[src/rtl/prc_pkg.sv]
// Package: shared state encoding, register offsets, error bit positions and the
// CRC-32 word update used by the partial reconfiguration control engine.
package prc_pkg;

    // Sequencer states; the encoding is reported in status bits 22:20.
    typedef enum logic [2:0] {
        SEQ_IDLE   = 3'd0,
        SEQ_RESET  = 3'd1,
        SEQ_LOAD   = 3'd2,
        SEQ_DRAIN  = 3'd3,
        SEQ_FINISH = 3'd4
    } seq_state_t;

    // Register word offsets.
    localparam int OFS_CTRL  = 0;
    localparam int OFS_STAT  = 1;
    localparam int OFS_DATA  = 2;
    localparam int OFS_ERR   = 3;
    localparam int OFS_ID_LO = 20;
    localparam int OFS_ID_HI = 21;

    // Error flag positions.
    localparam int EB_OP     = 0;
    localparam int EB_CRC    = 1;
    localparam int EB_INCOMP = 2;
    localparam int EB_PROTO  = 3;
    localparam int EB_OVF    = 4;
    localparam int EB_AUTH   = 6;
    localparam int ERR_W     = 7;
    localparam logic [ERR_W-1:0] ERR_KEEP = 7'b101_1111;

    localparam logic [31:0] CRC_POLY = 32'hEDB8_8320;
    localparam logic [31:0] CRC_INIT = 32'hFFFF_FFFF;

    // One 32-bit word into a reflected CRC-32 register, bit 0 first.
    function automatic logic [31:0] crc_step(input logic [31:0] c, input logic [31:0] d);
        logic [31:0] r;
        r = c;
        for (int i = 0; i < 32; i++) begin
            r = (r >> 1) ^ (CRC_POLY & {32{r[0] ^ d[i]}});
        end
        return r;
    endfunction

endpackage

[src/rtl/prc_fifo.sv]
// Module: synchronous word FIFO holding image words between the register bus
// and the configuration sink.
// Assumes: the caller never pushes when full nor pops when empty; flush empties
// it in one cycle. DEPTH need not be a power of two.
module prc_fifo #(
    parameter int DEPTH = 16,
    parameter int WIDTH = 32,
    localparam int PTR_W = (DEPTH > 1) ? $clog2(DEPTH) : 1,
    localparam int CNT_W = $clog2(DEPTH + 1)
) (
    input  logic             clk,
    input  logic             rst_n,
    input  logic             flush,
    input  logic             push,
    input  logic [WIDTH-1:0] din,
    input  logic             pop,
    output logic [WIDTH-1:0] dout,
    output logic             empty,
    output logic             full,
    output logic [CNT_W-1:0] count
);

    logic [WIDTH-1:0] store [DEPTH];
    logic [PTR_W-1:0] wr_ptr, rd_ptr;

    function automatic logic [PTR_W-1:0] bump(input logic [PTR_W-1:0] p);
        return (p == PTR_W'(DEPTH - 1)) ? '0 : p + 1'b1;
    endfunction

    // Pointer and occupancy bookkeeping.
    always_ff @(posedge clk) begin
        if (!rst_n || flush) begin
            wr_ptr <= '0;
            rd_ptr <= '0;
            count  <= '0;
        end else begin
            if (push) wr_ptr <= bump(wr_ptr);
            if (pop)  rd_ptr <= bump(rd_ptr);
            count <= count + CNT_W'(push) - CNT_W'(pop);
        end
    end

    // Storage write; contents need no reset.
    always_ff @(posedge clk) begin
        if (push) store[wr_ptr] <= din;
    end

    assign dout  = store[rd_ptr];
    assign empty = (count == '0);
    assign full  = (count == CNT_W'(DEPTH));

    a_r7_no_push_when_full: assert property (@(posedge clk) disable iff (!rst_n)
        !(push && full && !flush));
    a_r5_no_pop_when_empty: assert property (@(posedge clk) disable iff (!rst_n)
        !(pop && empty));

endmodule

[src/rtl/prc_crc_acc.sv]
// Module: running CRC-32 over accepted image words, keeping the CRC of all words
// before the newest one so the newest can be checked as the trailer.
// Assumes: clear and take are never both high.
module prc_crc_acc
    import prc_pkg::*;
(
    input  logic        clk,
    input  logic        rst_n,
    input  logic        clear,
    input  logic        take,
    input  logic [31:0] word,
    output logic        tail_ok,
    output logic        any_word
);

    logic [31:0] run_q, prev_q, tail_q;

    // Accumulate on each accepted word; restart on clear.
    always_ff @(posedge clk) begin
        if (!rst_n || clear) begin
            run_q    <= CRC_INIT;
            prev_q   <= CRC_INIT;
            tail_q   <= '0;
            any_word <= 1'b0;
        end else if (take) begin
            prev_q   <= run_q;
            run_q    <= crc_step(run_q, word);
            tail_q   <= word;
            any_word <= 1'b1;
        end
    end

    assign tail_ok = (tail_q == ~prev_q);

    a_r8_word_seen_holds: assert property (@(posedge clk) disable iff (!rst_n)
        (any_word && !clear) |=> any_word);

endmodule

[src/rtl/prc_seq.sv]
// Module: operation sequencer - reset handshake, start, push-complete, drain
// and finish. Start and push-complete bits are derived from its state.
// Assumes: start_wr and push_wr are single-cycle write strobes.
module prc_seq
    import prc_pkg::*;
(
    input  logic       clk,
    input  logic       rst_n,
    input  logic       rst_req,
    input  logic       start_wr,
    input  logic       push_wr,
    input  logic       fifo_empty,
    output seq_state_t state,
    output logic       start_go,
    output logic       rst_ack,
    output logic       start_bit,
    output logic       push_bit
);

    seq_state_t nxt;

    assign start_go = (state == SEQ_IDLE) && start_wr && !rst_req;

    // Next-state selection; a held reset request overrides everything.
    always_comb begin
        nxt = state;
        if (rst_req) begin
            nxt = SEQ_RESET;
        end else begin
            unique case (state)
                SEQ_IDLE:   if (start_wr) nxt = SEQ_LOAD;
                SEQ_RESET:  nxt = SEQ_IDLE;
                SEQ_LOAD:   if (push_wr) nxt = SEQ_DRAIN;
                SEQ_DRAIN:  if (fifo_empty) nxt = SEQ_FINISH;
                SEQ_FINISH: nxt = SEQ_IDLE;
                default:    nxt = SEQ_IDLE;
            endcase
        end
    end

    // State register.
    always_ff @(posedge clk) begin
        if (!rst_n) state <= SEQ_IDLE;
        else        state <= nxt;
    end

    assign rst_ack   = (state == SEQ_RESET);
    assign start_bit = (state == SEQ_LOAD) || (state == SEQ_DRAIN) || (state == SEQ_FINISH);
    assign push_bit  = (state == SEQ_DRAIN) || (state == SEQ_FINISH);

    a_r2_ack_follows_req: assert property (@(posedge clk) disable iff (!rst_n)
        rst_req |=> rst_ack);
    a_r9_load_exit: assert property (@(posedge clk) disable iff (!rst_n)
        (state == SEQ_LOAD) |=> (state == SEQ_LOAD || state == SEQ_DRAIN || state == SEQ_RESET));
    a_r9_start_drop_cause: assert property (@(posedge clk) disable iff (!rst_n)
        $fell(start_bit) |-> ($past(state) == SEQ_FINISH || $past(rst_req)));

endmodule

[src/rtl/prc_engine.sv]
// Module: top of the partial reconfiguration control engine - register decode,
// credit reporting, data acceptance, sticky error flags and sink interface.
// Assumes: one register access per cycle; reads are combinational on reg_addr.
module prc_engine
    import prc_pkg::*;
#(
    parameter int          FIFO_DEPTH = 16,
    parameter int          ADDR_W     = 5,
    parameter logic [63:0] ID_LO      = 64'h0,
    parameter logic [63:0] ID_HI      = 64'h0,
    localparam int         CNT_W      = $clog2(FIFO_DEPTH + 1),
    localparam int         CRED_W     = 9
) (
    input  logic              clk,
    input  logic              rst_n,
    input  logic              reg_we,
    input  logic [ADDR_W-1:0] reg_addr,
    input  logic [63:0]       reg_wdata,
    output logic [63:0]       reg_rdata,
    output logic              snk_valid,
    input  logic              snk_ready,
    output logic [31:0]       snk_data,
    input  logic              snk_incompat,
    input  logic              snk_auth_err
);

    // Control fields held by software.
    logic        rst_req_q, kind_q;
    logic [1:0]  region_q;
    logic [31:0] cfg_q;

    seq_state_t       state;
    logic             start_go, rst_ack, start_bit, push_bit;
    logic             fifo_empty, fifo_full, take, pop, flush;
    logic [CNT_W-1:0] fifo_cnt;
    logic [CRED_W-1:0] credits;
    logic             tail_ok, any_word, crc_clear, finish;
    logic             in_load, proto_hit, ovf_hit, op_fault_q;
    logic [ERR_W-1:0] err_q, err_set, err_clr;
    logic [31:0]      fifo_dout;

    wire wr_ctl = reg_we && (reg_addr == ADDR_W'(OFS_CTRL));
    wire wr_dat = reg_we && (reg_addr == ADDR_W'(OFS_DATA));
    wire wr_err = reg_we && (reg_addr == ADDR_W'(OFS_ERR));

    wire start_wr = wr_ctl && reg_wdata[12] && !reg_wdata[0];
    wire push_wr  = wr_ctl && reg_wdata[13];

    logic unused_wdata;
    assign unused_wdata = ^{reg_wdata[11:10], reg_wdata[7:1], reg_wdata[31:15]};

    // Software-owned control fields.
    always_ff @(posedge clk) begin
        if (!rst_n) begin
            rst_req_q <= 1'b0;
            region_q  <= '0;
            kind_q    <= 1'b0;
            cfg_q     <= '0;
        end else if (wr_ctl) begin
            rst_req_q <= reg_wdata[0];
            region_q  <= reg_wdata[9:8];
            kind_q    <= reg_wdata[14];
            cfg_q     <= reg_wdata[63:32];
        end
    end

    prc_seq u_seq (
        .clk        (clk),
        .rst_n      (rst_n),
        .rst_req    (rst_req_q),
        .start_wr   (start_wr),
        .push_wr    (push_wr),
        .fifo_empty (fifo_empty),
        .state      (state),
        .start_go   (start_go),
        .rst_ack    (rst_ack),
        .start_bit  (start_bit),
        .push_bit   (push_bit)
    );

    assign in_load   = (state == SEQ_LOAD);
    assign take      = wr_dat && in_load && !fifo_full;
    assign proto_hit = wr_dat && !in_load;
    assign ovf_hit   = wr_dat && in_load && fifo_full;
    assign flush     = (state == SEQ_RESET);
    assign finish    = (state == SEQ_FINISH);
    assign crc_clear = start_go || flush;

    prc_fifo #(.DEPTH(FIFO_DEPTH), .WIDTH(32)) u_fifo (
        .clk   (clk),
        .rst_n (rst_n),
        .flush (flush),
        .push  (take),
        .din   (reg_wdata[31:0]),
        .pop   (pop),
        .dout  (fifo_dout),
        .empty (fifo_empty),
        .full  (fifo_full),
        .count (fifo_cnt)
    );

    assign snk_valid = !fifo_empty && !flush;
    assign snk_data  = fifo_dout;
    assign pop       = snk_valid && snk_ready;
    assign credits   = CRED_W'(FIFO_DEPTH) - CRED_W'(fifo_cnt);

    prc_crc_acc u_crc (
        .clk      (clk),
        .rst_n    (rst_n),
        .clear    (crc_clear),
        .take     (take),
        .word     (reg_wdata[31:0]),
        .tail_ok  (tail_ok),
        .any_word (any_word)
    );

    // Remember any push fault raised inside the current operation.
    always_ff @(posedge clk) begin
        if (!rst_n || start_go) op_fault_q <= 1'b0;
        else if ((proto_hit || ovf_hit) && (state == SEQ_LOAD || state == SEQ_DRAIN))
            op_fault_q <= 1'b1;
    end

    // Flag set sources for this cycle.
    always_comb begin
        err_set            = '0;
        err_set[EB_PROTO]  = proto_hit || (finish && !any_word);
        err_set[EB_OVF]    = ovf_hit;
        err_set[EB_CRC]    = finish && any_word && !tail_ok;
        err_set[EB_OP]     = finish && (op_fault_q || !any_word || !tail_ok);
        err_set[EB_INCOMP] = snk_incompat;
        err_set[EB_AUTH]   = snk_auth_err;
    end

    assign err_clr = wr_err ? (reg_wdata[ERR_W-1:0] & ERR_KEEP) : '0;

    // Sticky flags: write-one-to-clear, a new event wins over a clear.
    always_ff @(posedge clk) begin
        if (!rst_n) err_q <= '0;
        else        err_q <= ((err_q & ~err_clr) | err_set) & ERR_KEEP;
    end

    wire [3:0] host_st = (state == SEQ_IDLE)  ? 4'd0 :
                         (state == SEQ_RESET) ? 4'd1 : 4'd2;

    // Read multiplexer.
    always_comb begin
        reg_rdata = '0;
        case (reg_addr)
            ADDR_W'(OFS_CTRL):  reg_rdata = {cfg_q, 17'b0, kind_q, push_bit, start_bit, 2'b0,
                                             region_q, 3'b0, rst_ack, 3'b0, rst_req_q};
            ADDR_W'(OFS_STAT):  reg_rdata = {36'b0, host_st, 1'b0, 3'(state), 3'b0, |err_q,
                                             7'b0, credits};
            ADDR_W'(OFS_ERR):   reg_rdata = {57'b0, err_q};
            ADDR_W'(OFS_ID_LO): reg_rdata = ID_LO;
            ADDR_W'(OFS_ID_HI): reg_rdata = ID_HI;
            default:            reg_rdata = '0;
        endcase
    end

    a_r5_credit_range: assert property (@(posedge clk) disable iff (!rst_n)
        credits <= CRED_W'(FIFO_DEPTH));
    a_r7_overflow_at_zero: assert property (@(posedge clk) disable iff (!rst_n)
        ovf_hit |-> (credits == '0));
    a_r6_proto_not_taken: assert property (@(posedge clk) disable iff (!rst_n)
        (proto_hit && !pop && !flush) |=> (fifo_cnt == $past(fifo_cnt)));
    a_r12_sticky: assert property (@(posedge clk) disable iff (!rst_n)
        ((err_q & ~err_clr) != '0) |=> ((err_q & $past(err_q & ~err_clr)) == $past(err_q & ~err_clr)));

endmodule

[config.mk]
export PLATFORM = sky130hd
export DESIGN_NAME = prc_engine
export DESIGN_NICKNAME = d
export VERILOG_FILES = /design/src/rtl/prc_pkg.sv /design/src/rtl/prc_fifo.sv /design/src/rtl/prc_crc_acc.sv /design/src/rtl/prc_seq.sv /design/src/rtl/prc_engine.sv
export SDC_FILE = /design/constraint.sdc
export NUM_CORES = 1
export LEC_CHECK = 0
export BUFFER_PORTS_ARGS = -buffer_cell sky130_fd_sc_hd__buf_2
export CORE_MARGIN = 4
export CORE_UTILIZATION = 40
export DETAILED_ROUTE_END_ITERATION = 10
export PLACE_DENSITY_LB_ADDON = 0.25
export SYNTH_ARGS = -nofsm -noshare
export SYNTH_HDL_FRONTEND = slang
export SYNTH_HIERARCHICAL = 1
export SYNTH_SLANG_ARGS = --single-unit
[constraint.sdc]
create_clock -name clk -period 5.9 [get_ports clk]
set_input_delay 0.295 -clock clk [delete_from_list [all_inputs] [get_ports clk]]
set_output_delay 0.295 -clock clk [all_outputs]
set_load 0.01 [all_outputs]
==> Word-level counts from Yosys, hierarchy flattened <==
Memories as Yosys holds them, arrays and structs flattened. A register that Yosys moved wholly into a read port is not among the register bits.
Index checks and enable logic that the tools add are counted.
{ "op_classes": {"bitwise_logic": 69, "n_addsub": 5, "mux": 15, "eq_ne": 17, "n_reduce_logical": 46} }
{ "op_table": {"columns": ["operator", "count"], "rows": [
  ["$xor 31x32->32", 32],
  ["$pmux 64 s3", 1],
  ["$eq 32x32->1", 1],
  ["$not 32->32", 1],
  ["$xor 1x1->1", 32],
  ["$logic_and 1x1->1", 19],
  ["$mux 4", 4],
  ["$logic_or 1x1->1", 11],
  ["$eq 5x2->1 const B", 2],
  ["$logic_not 5->1", 2],
  ["$logic_not 1->1", 9],
  ["$mux 3", 3],
  ["$pmux 3 s3", 1],
  ["$add 4x1->4 const B", 2],
  ["$eq 4x4->1 const B", 2],
  ["$and 7x7->7", 1],
  ["$mux 7", 1],
  ["$not 7->7", 1],
  ["$or 7x7->7", 1],
  ["$reduce_or 7->1", 1],
  ["$eq 3x2->1 const B", 2],
  ["$ne 3x2->1 const B", 2],
  ["$reduce_and 3->1", 2],
  ["$sub 5x5->6 const A", 1],
  ["other kinds (14)", 18]
]} }
{ "totals": {"n_memories": 1, "in_bits": 75, "reg_bits": 157, "ramBits": 512, "word_cells": 169} }
{ "mem_list": {"columns": ["name", "depth", "word_bits", "rd", "rd_clocked_by_memory_dff", "wr", "line_no", "rtl"], "rows": [
  ["u_fifo.store", 16, 32, 1, 1, 1, "prc_fifo.sv:23", "logic [WIDTH-1:0] store [DEPTH];"]
]} }

==> Longest topological paths before layout <==
Gate-level depths: netlist of run 1.
{ "logic_depth": {"word_depth": 64, "mapped_depth": 15, "mapped_depth_nobuf": 13} }

==> Hierarchy <==
The synthesis of run 1 kept the hierarchy.
{ "modules_own_cells": {"columns": ["module", "seq_area_each_um2", "area_per_inst_um2", "n_inst", "cells_each"], "rows": [
  ["prc_fifo", 15715.1, 20017.9, 1, 890],
  ["prc_crc_acc", 1941.9, 7040.5, 1, 633],
  ["prc_engine", 860.8, 2507.4, 1, 308],
  ["prc_seq", 60.1, 175.2, 1, 20]
]} }

==> Least setup slack after synthesis of run 1 <==
OpenSTA, ideal clock, no wires.
{ "synth_path": {"path_type": "reg2reg", "startpoint": "reg u_crc.run_q[2]", "endpoint": "reg u_crc.run_q[18]", "setup_time_ns": 0.074, "n_path_buf": 0, "stages_incl_launch_ff": 10, "arrival_time_ns": 3.539, "path_slack_ns": 2.287, "synth_period_minus_slack_ns": 3.613, "path_cell_list": "dfxtp_1 xnor2_2 xnor3_1 xnor2_4 xor3_2 xnor2_4 xor2_4 xor2_4 xnor3_1 o211ai_2"} }
{ "synth_between": {"elab_chain_cells": 37, "elab_cells_between_ends": 48, "classes_between": "bitwise (48)"} }
{ "synth_lines": {"columns": ["item", "line_no", "rtl"], "rows": [
  ["start, declared", "prc_crc_acc.sv:16", "logic [31:0] run_q, prev_q, tail_q;"],
  ["start signal, assigned", "prc_crc_acc.sv:27", "run_q <= crc_step(run_q, word);"],
  ["$xor 31x32->32 (*) (2 in a row)", "prc_pkg.sv:40", "r = (r >> 1) ^ (CRC_POLY & {32{r[0] ^ d[i]}});"],
  ["$xor 1x1->1 (*)", "prc_pkg.sv:40", null],
  ["$xor 31x32->32 (*) (6 in a row)", "prc_pkg.sv:40", null],
  ["$xor 1x1->1 / $xor 31x32->32 (equally long branches)", "prc_pkg.sv:40", null],
  ["$xor 31x32->32 (*) (6 in a row)", "prc_pkg.sv:40", null],
  ["$xor 1x1->1 / $xor 31x32->32 (equally long branches)", "prc_pkg.sv:40", null],
  ["$xor 31x32->32 (*) (6 in a row)", "prc_pkg.sv:40", null],
  ["$xor 1x1->1 / $xor 31x32->32 (equally long branches)", "prc_pkg.sv:40", null],
  ["$xor 31x32->32 (*) (6 in a row)", "prc_pkg.sv:40", null],
  ["$xor 1x1->1 / $xor 31x32->32 (equally long branches)", "prc_pkg.sv:40", null],
  ["$xor 31x32->32 (*) (6 in a row)", "prc_pkg.sv:40", null]
]} }
Every way passes the cells marked *; elsewhere a longest branch is shown, timed or not.
A chain may end at the register's enable or synchronous reset.

==> Worst setup path after layout of run 1 <==
{ "layout_path": {"startpoint": "reg u_crc.run_q[3]", "endpoint": "reg u_crc.run_q[18]"} }
{ "layout_between": {"elab_chain_cells": 37, "elab_cells_between_ends": 47, "classes_between": "bitwise (47)"} }
{ "layout_lines": {"columns": ["item", "line_no"], "rows": [
  ["$xor 31x32->32 (*) (3 in a row)", "prc_pkg.sv:40"],
  ["$xor 1x1->1 (*)", "prc_pkg.sv:40"],
  ["$xor 31x32->32 (*) (6 in a row)", "prc_pkg.sv:40"],
  ["$xor 1x1->1 / $xor 31x32->32 (equally long branches)", "prc_pkg.sv:40"],
  ["$xor 31x32->32 (*) (6 in a row)", "prc_pkg.sv:40"],
  ["$xor 1x1->1 / $xor 31x32->32 (equally long branches)", "prc_pkg.sv:40"],
  ["$xor 31x32->32 (*) (6 in a row)", "prc_pkg.sv:40"],
  ["$xor 1x1->1 / $xor 31x32->32 (equally long branches)", "prc_pkg.sv:40"],
  ["$xor 31x32->32 (*) (9 in a row)", "prc_pkg.sv:40"],
  ["$xor 1x1->1", "prc_pkg.sv:40"],
  ["$xor 31x32->32 (*) (2 in a row)", "prc_pkg.sv:40"]
]} }
Marks and branches as above.

==> impl_results.md, run 1 <==
- Grt peak-use layer: met2
- CP top delay family: XOR/XNOR gates
- Met2 usage in global routing: 31.1%
- CP required: around 6.4 ns
- HP Class: input port to flip-flop
- Die Wd: 281 um
- Most frequent cells in the layout: 512 x edfxtp_1, 169 x xnor2_1, 168 x nand2_1
- Fin Clk Skew: 0.0363 ns
- Overall Global Routing Usage: 18.8%
- Slew Limit Fails: 0
- Status: complete, no violations
- Mapped cell area: ~0.030 mm^2
- Cell count after synthesis: 1851
- CTS clock-pin slew for the worst setup and hold paths: 0.06 ns
- Placer congestion estimate: 0.899
- Max_cap viols: 0
- Post-synth EDFFs: a little over 500
- Met1 usage: between 20% and 30%
- Maximum clock frequency: 0.237 GHz
- # H-tree levels: 3
- Post-synth top area share: between 50% and 60%
- Startpoint Class: flip-flop
- Met3 GRT Util: 3.44%
- Antenna-violating nets left: 0
- Max-slew headroom: approximately 17%
- Worst-Margin Slew: 1.25 ns
- CTS sink cnt: between 600 and 700
- Die height: 281 um
- Port buffer count: ~160
- Die Area: 0.0788 mm^2
- Crit-path slowest cell: xor3_2
- Final worst-path cycle share: 71.4%
- GR Overflow Total: 0
- Setup bufs post-CTS: 0
- Design area: 0.0342 mm^2
- Buf+Inv Stages, Crit Path: 0
- Share of cells above drive strength 1: 23.8%
- Hold Buf Count CTS: 33
- Drt pass-1 iters: 5
- Worst Hold Launch: snk_incompat
- Leading area contributor after synthesis: edfxtp_1
- CP Class: flip-flop to flip-flop
- CP arrival: 4.75 ns
- Critical path cell sequence: xnor2_4 -> xnor3_2 -> xor2_2 -> xor3_2 -> xnor2_4 -> xor2_4 -> xor2_4 -> xnor3_1 -> o211ai_2
- Site Rows: 99
- Power Dens Cells: 477 mW/mm^2
- I/O pins: 172
- Async SR Flop Fraction: 0%
- DP Area: 0.0316 mm^2
- WHS: around 0.084 ns
- Crit. Startpoint: u_crc/run_q[3]
- CP peak stage delay: 0.63 ns
- Mean Syn Cell Area: about 16 um^2
- Clk_lat worst skew: 0.61 ns
- Reg-to-Reg Start: u_crc/run_q[3]
- DRC errors left: 0
- CP endpoint kind: flip-flop
- CTS tree: yes
- Yosys warns: 6
- Final hold viol count: 0
- Largest net degree at the start of global routing: about 110
- #FFs+latches synth: 672
- Commonest non-fill, non-tap cell in the layout: edfxtp_1
- Initial core utilization: 40.6%
- RSZ-0062 raised after global routing: false
- Per-cell routed wire length: 24.1 um
- Via count: 16400
- Vias in the first global route: 16800
- Routed WL: 73900 um
- Initial antenna violation count: 3
- Minimum clock period: 4.21 ns
- Post-CTS resize count: 0
- Total CTS buffers: 72
- Post-synthesis sequential area ratio: 62.5%
- Routed vias/inst: 5.34
- Place WS: about 1.5 ns
- Final TNS setup: 0 ns
- Clock Tree Buf Depth: 3
- Yosys cell types: 73
- First-pass GRT wire length: roughly 110000 um
- Top cells by area, synth: edfxtp_1 52%, dfxtp_1 11%, mux4_2 9.7%, xnor2_1 5.0%, mux2i_1 3.6%
- Fill cells: 6340
- Clock root buffer: clkbuf_16
- First DRT Iteration DRCs: 1418
- Area Growth Syn to Fin: 15.1%
- Final core utilization: between 40% and 50%
- Worst vdd ir: approximately 0.53 mV
- Hpwl dp: 45900 um
- CORE AREA: 0.0733 mm^2
- PnR worst setup slack: 1.69 ns
- Worst reg-to-reg setup slack: 1.69 ns
- Pleak: 11.9 nW
- Worst Path Max Fanout: 10
- Main flop type after synthesis: edfxtp_1
- NumNets Final: around 2100
- Final setup fails: 0
==> per-layer routing <==
layer | vias up | part of all wire [%]
met5 | - | 0
met2 | 424 | 49
met3 | 92 | 5.0
met4 | 0 | 2.3
met1 | 8488 | 44
li1 | 7364 | -
==> layout make-up <==
class / count / area, um^2 / share of cell area, %
sequential: 672 / 18600 / 54.3
multi-input combinational: 1068 / 10700 / 31.2
clock buffer: 91 / 1950 / 5.71
timing repair buffer: 222 / 1380 / 4.03
tap: 959 / 1200 / 3.50
clock inverter: 39 / 390 / 1.14
inverter: 15 / 56.3 / 0.164
antenna: 1 / 2.50 / 0.00731
==> cells by family (layout without fill, tap and decap cells) <==
kind of cell               Yosys count  count (layout)  share of synthesized area (%)
DFF                                672             672                           62.5
and+or+nand+nor                    387             387                           6.28
xor gates and xnor gates           288             288                           12.2
muxes                              236             236                           13.3
AOI/OAI and AO/OA                  131             131                           3.13
buffers and inverters              123             367                           2.00
adders and majority gates           13              13                          0.572
other                                1              14                         0.0126
==> metrics by stage <==
| step | cells | total power [W] |
|---|---|---|
| 2_1_floorplan | 1863 | 0.0107 |
| 3_3_place_gp | 2903 | 0.0120 |
| 3_5_place_dp | 2903 | 0.0120 |
| 4_1_cts | 3066 | 0.0165 |
| 5_1_grt | 3066 | 0.0172 |
| 6_report | 3067 | 0.0163 |
==> report_power, final <==
| part | total, W | switching [W] | internal, W | leakage [nW] |
|---|---|---|---|---|
| sequential | 0.00520 | 0.0000933 | 0.00511 | 5.89 |
| combinational | 0.00671 | 0.00329 | 0.00343 | 4.87 |
| clock | 0.00442 | 0.00187 | 0.00255 | 1.15 |
==> state kept, by name (all words and copies together) (netlist names), 2 cells and up, named ones only <==
signal	flops
u_fifo/count	5
u_crc/tail_q	32
u_fifo/rd_ptr	4
region_q	2
err_q	6
u_fifo/wr_ptr	4
u_fifo/store	512
u_crc/run_q	32
u_crc/prev_q	32
u_seq/state	3
cfg_q	32
==> synthesized netlist by cell type (4+ instances only) <==
library cell	count
nand2b_1	4
nor4_1	8
o211ai_1	10
nand2_1	168
xnor2_4	10
o21ai_0	13
and3b_1	5
buf_4	24
edfxtp_1	512
ha_1	12
nor3_1	17
nand4_1	5
nor2_1	71
xnor2_2	14
xor2_1	36
a22oi_1	65
xnor3_1	36
nand3_1	6
xnor2_1	169
inv_1	15
mux4_2	128
xor3_1	8
clkbuf_1	53
buf_2	9
nor2b_1	5
xor2_2	5
buf_1	18
xnor3_2	5
and2_1	26
and3_1	43
mux2i_1	106
nor3b_1	7
dfxtp_1	160
nand3b_1	4
a21oi_1	20
==> worst paths after layout <==
kind / cells after the start / end
worst max register to register: 9 / u_crc/run_q[18]
worst min register to register: 2 / cfg_q[4]
worst max-delay path: 9 / u_crc/run_q[18]
worst min-delay path: 3 / err_q[2]
==> worst min-delay path, delay by kind of cell <==
kind	cells	cell delay [ns]
buf+inv	2	0.21
compound gates	1	0.12
(Power assumes the default switching activity.)
==> run 2: changes to the inputs <==
Clock period 5.9 ns to 3.7 ns, I/O delays scaled along.
==> impl_results.md, run 2 (synthesis results as in run 1) <==
- CTS sink cnt: 672 (unchanged)
- Hpwl dp: 48900 um (was 45900 um)
- Final core utilization: 48.6% (was 46.7%)
- Fin Clk Skew: 0.0317 ns (was 0.0363 ns)
- CP endpoint kind: flip-flop (unchanged)
- P_sw: 0.00886 W (was 0.00525 W)
- Die Wd: 281 um (unchanged)
- First-pass GRT wire length: 113000 um (was 110000 um)
- Pleak: 12.6 nW (was 11.9 nW)
- Max reg flops: 512 (unchanged)
- Worst vdd ir: 1.08 mV (was 0.534 mV)
- Hold Path Cell Cnt: 3 (unchanged)
- Drt pass-1 iters: 7 (was 5)
- Max_cap viols: 0 (unchanged)
- Clock Tree Buf Depth: 3 (unchanged)
- Status: complete, no violations (unchanged)
- Startpoint Class: flip-flop (unchanged)
- Place WS: 0.0445 ns (was 1.51 ns)
- Part of the power in registers: 29.6% (was 31.9%)
- Reg-to-Reg Start: u_crc/run_q[15] (was u_crc/run_q[3])
- WHS: 0.0473 ns (was 0.0837 ns)
- Hold worst-path end: err_q[6] (was err_q[2])
- CP Class: flip-flop to flip-flop (unchanged)
- Routed vias/inst: 5.31 (was 5.34)
- DRC errors left: 0 (unchanged)
- Initial core utilization: 40.6% (unchanged)
- Most frequent cells in the layout: 512 x edfxtp_1, 168 x nand2_1, 165 x xnor2_1 (was 512 x edfxtp_1, 169 x xnor2_1, 168 x nand2_1)
- Final setup fails: 0 (unchanged)
- Overall Global Routing Usage: 19.5% (was 18.8%)
- Share of cells above drive strength 1: 27.6% (was 23.8%)
- Via count: 17000 (was 16400)
- Worst r2r dst: u_crc/run_q[22] (was u_crc/run_q[18])
- Total CTS buffers: 74 (was 72)
- First DRT Iteration DRCs: 1528 (was 1418)
- Minimum clock period: 3.60 ns (was 4.21 ns)
- RSZ-0062 raised after global routing: false (unchanged)
- Port buffer count: 158 (unchanged)
- Site Rows: 99 (unchanged)
- Clk_lat worst skew: 0.62 ns (was 0.61 ns)
- Worst Path Max Fanout: 4 (was 10)
- Area Growth Syn to Fin: 19.8% (was 15.1%)
- Maximum clock frequency: 0.278 GHz (was 0.237 GHz)
- Placed cells: 2998 (was 2903)
- Final Instance Count excl. Fillers: 3195 (was 3067)
- HP Class: input port to flip-flop (unchanged)
- Die height: 281 um (unchanged)
- Final TNS setup: 0 ns (unchanged)
- Per-cell routed wire length: 24.1 um (about the same)
- CTS tree: yes (unchanged)
- NumNets Final: 2262 (was 2139)
- Routed WL: 76900 um (was 73900 um)
- Worst-Margin Slew: 0.768 ns (was 1.25 ns)
- # H-tree levels: 3 (unchanged)
- Power Dens Cells: 784 mW/mm^2 (was 477 mW/mm^2)
- FF-to-FF path depth: 9 (unchanged)
- CP required: 4.21 ns (was 6.44 ns)
- Slew Limit Fails: 0 (unchanged)
- Vias in the first global route: 17300 (was 16800)
- Initial antenna violation count: 6 (was 3)
- CORE AREA: 0.0733 mm^2 (unchanged)
- Antenna-violating nets left: 0 (unchanged)
- Final hold viol count: 0 (unchanged)
- Commonest non-fill, non-tap cell in the layout: edfxtp_1 (unchanged)
- Placer congestion estimate: 0.879 (was 0.899)
- Largest net degree at the start of global routing: 82 (was 107)
- Worst reg-to-reg setup slack: 0.10 ns (was 1.69 ns)
- Largest Register: u_fifo/store (unchanged)
- Pint: 0.0191 W (was 0.0111 W)
- Clock power frac: 27.0% (about the same)
- Max-slew headroom: 48.4% (was 16.7%)
- GR Overflow Total: 0 (unchanged)
- Worst Hold Launch: rst_n (was snk_incompat)
- Comb pwr share: 43.4% (was 41.1%)
- Final worst-path cycle share: 97.3% (was 71.4%)
- Die Area: 0.0788 mm^2 (unchanged)
- Clock root buffer: clkbuf_16 (unchanged)
- Sw frac: 31.7% (was 32.1%)
- CTS clock-pin slew for the worst setup and hold paths: 0.06 ns (about the same)
- CP arrival: 4.11 ns (was 4.75 ns)
- I/O pins: 172 (unchanged)
- PnR worst setup slack: 0.101 ns (was 1.69 ns)
## run 2: changes by cell type in the layout (fill, tap and decap cells not counted), moves of 2 or more
cell / delta
dlygate4sd3_1: +16
clkbuf_8: -5
diode_2: +2
buf_12: +16
clkinvlp_4: +2
clkbuf_1: +2
buf_4: +89
xor2_1: -2
xor2_2: +2
clkinv_2: -5
xnor2_1: -4
clkinv_4: +2
bufinv_16: +6
xnor2_2: +4
## run 2: cell type report
type / count / area [um^2]
antenna: 3 / 7.51
clock buffer: 89 / 1920
clock inverter: 46 / 618
fill: 6231 / 37700
inverter: 15 / 56.3
multi-input combinational: 1068 / 10700
sequential: 672 / 18600
tap: 959 / 1200
timing repair buffer: 343 / 2530
## run 2: power by group through the flow
stage | logic [W] | clock network [W] | registers (W)
after floorplan | 0.00867 | 0 | 0.00835
after global placement | 0.0119 | 0 | 0.00843
after detailed placement | 0.0118 | 0 | 0.00843
after CTS | 0.0119 | 0.00772 | 0.00827
after global routing | 0.0129 | 0.00806 | 0.00828
final | 0.0121 | 0.00754 | 0.00827
## run 2: worst max-delay path by stage
stage                         start  cells after the start  slack (ns)               to
floorplan            u_crc/run_q[2]                      9        0.09  u_crc/run_q[18]
global placement     u_crc/run_q[3]                     10        0.05  u_crc/run_q[18]
detailed placement   u_crc/run_q[3]                     10        0.04  u_crc/run_q[18]
CTS                  u_crc/run_q[3]                     10        0.01  u_crc/run_q[20]
global route         u_crc/run_q[5]                     11        0.03  u_crc/run_q[18]
finish              u_crc/run_q[15]                      9        0.10  u_crc/run_q[22]
## run 2: what timing repair did
| item | in CTS | in global routing |
|---|---|---|
| endpoints found under the setup margin | 1 | 18 |
| pin swaps | 1 | 5 |
| setup buffers | 0 | 10 |
| gates resized for setup | 0 | 7 |
| hold endpoints to repair | 170 | 0 |
| hold buffers | 49 | 0 |
## run 2: metal layers
metal  track usage, %  vias up  part of all wire (%)
met5                0        -                     0
met4             5.42        0                   2.5
met3             3.05      101                   5.5
met2             31.8      525                    49
met1             27.3     8734                    43
li1                 -     7605                     -
## run 2: through the flow
stage	area, um^2	power, W
after floorplan	29800	0.0170
after global placement	32500	0.0203
after detailed placement	32500	0.0202
after CTS	35500	0.0279
after global routing	35600	0.0293
final	35600	0.0279
## run 2: critical path: stages (launching register included)
cell,delay (ns)
dfxtp_1,0.37
xnor2_1,0.39
xnor3_1,0.46
xnor3_1,0.43
xor3_2,0.50
xor2_4,0.32
xor3_1,0.31
xor3_1,0.27
and3b_1,0.21
nor4_2,0.24
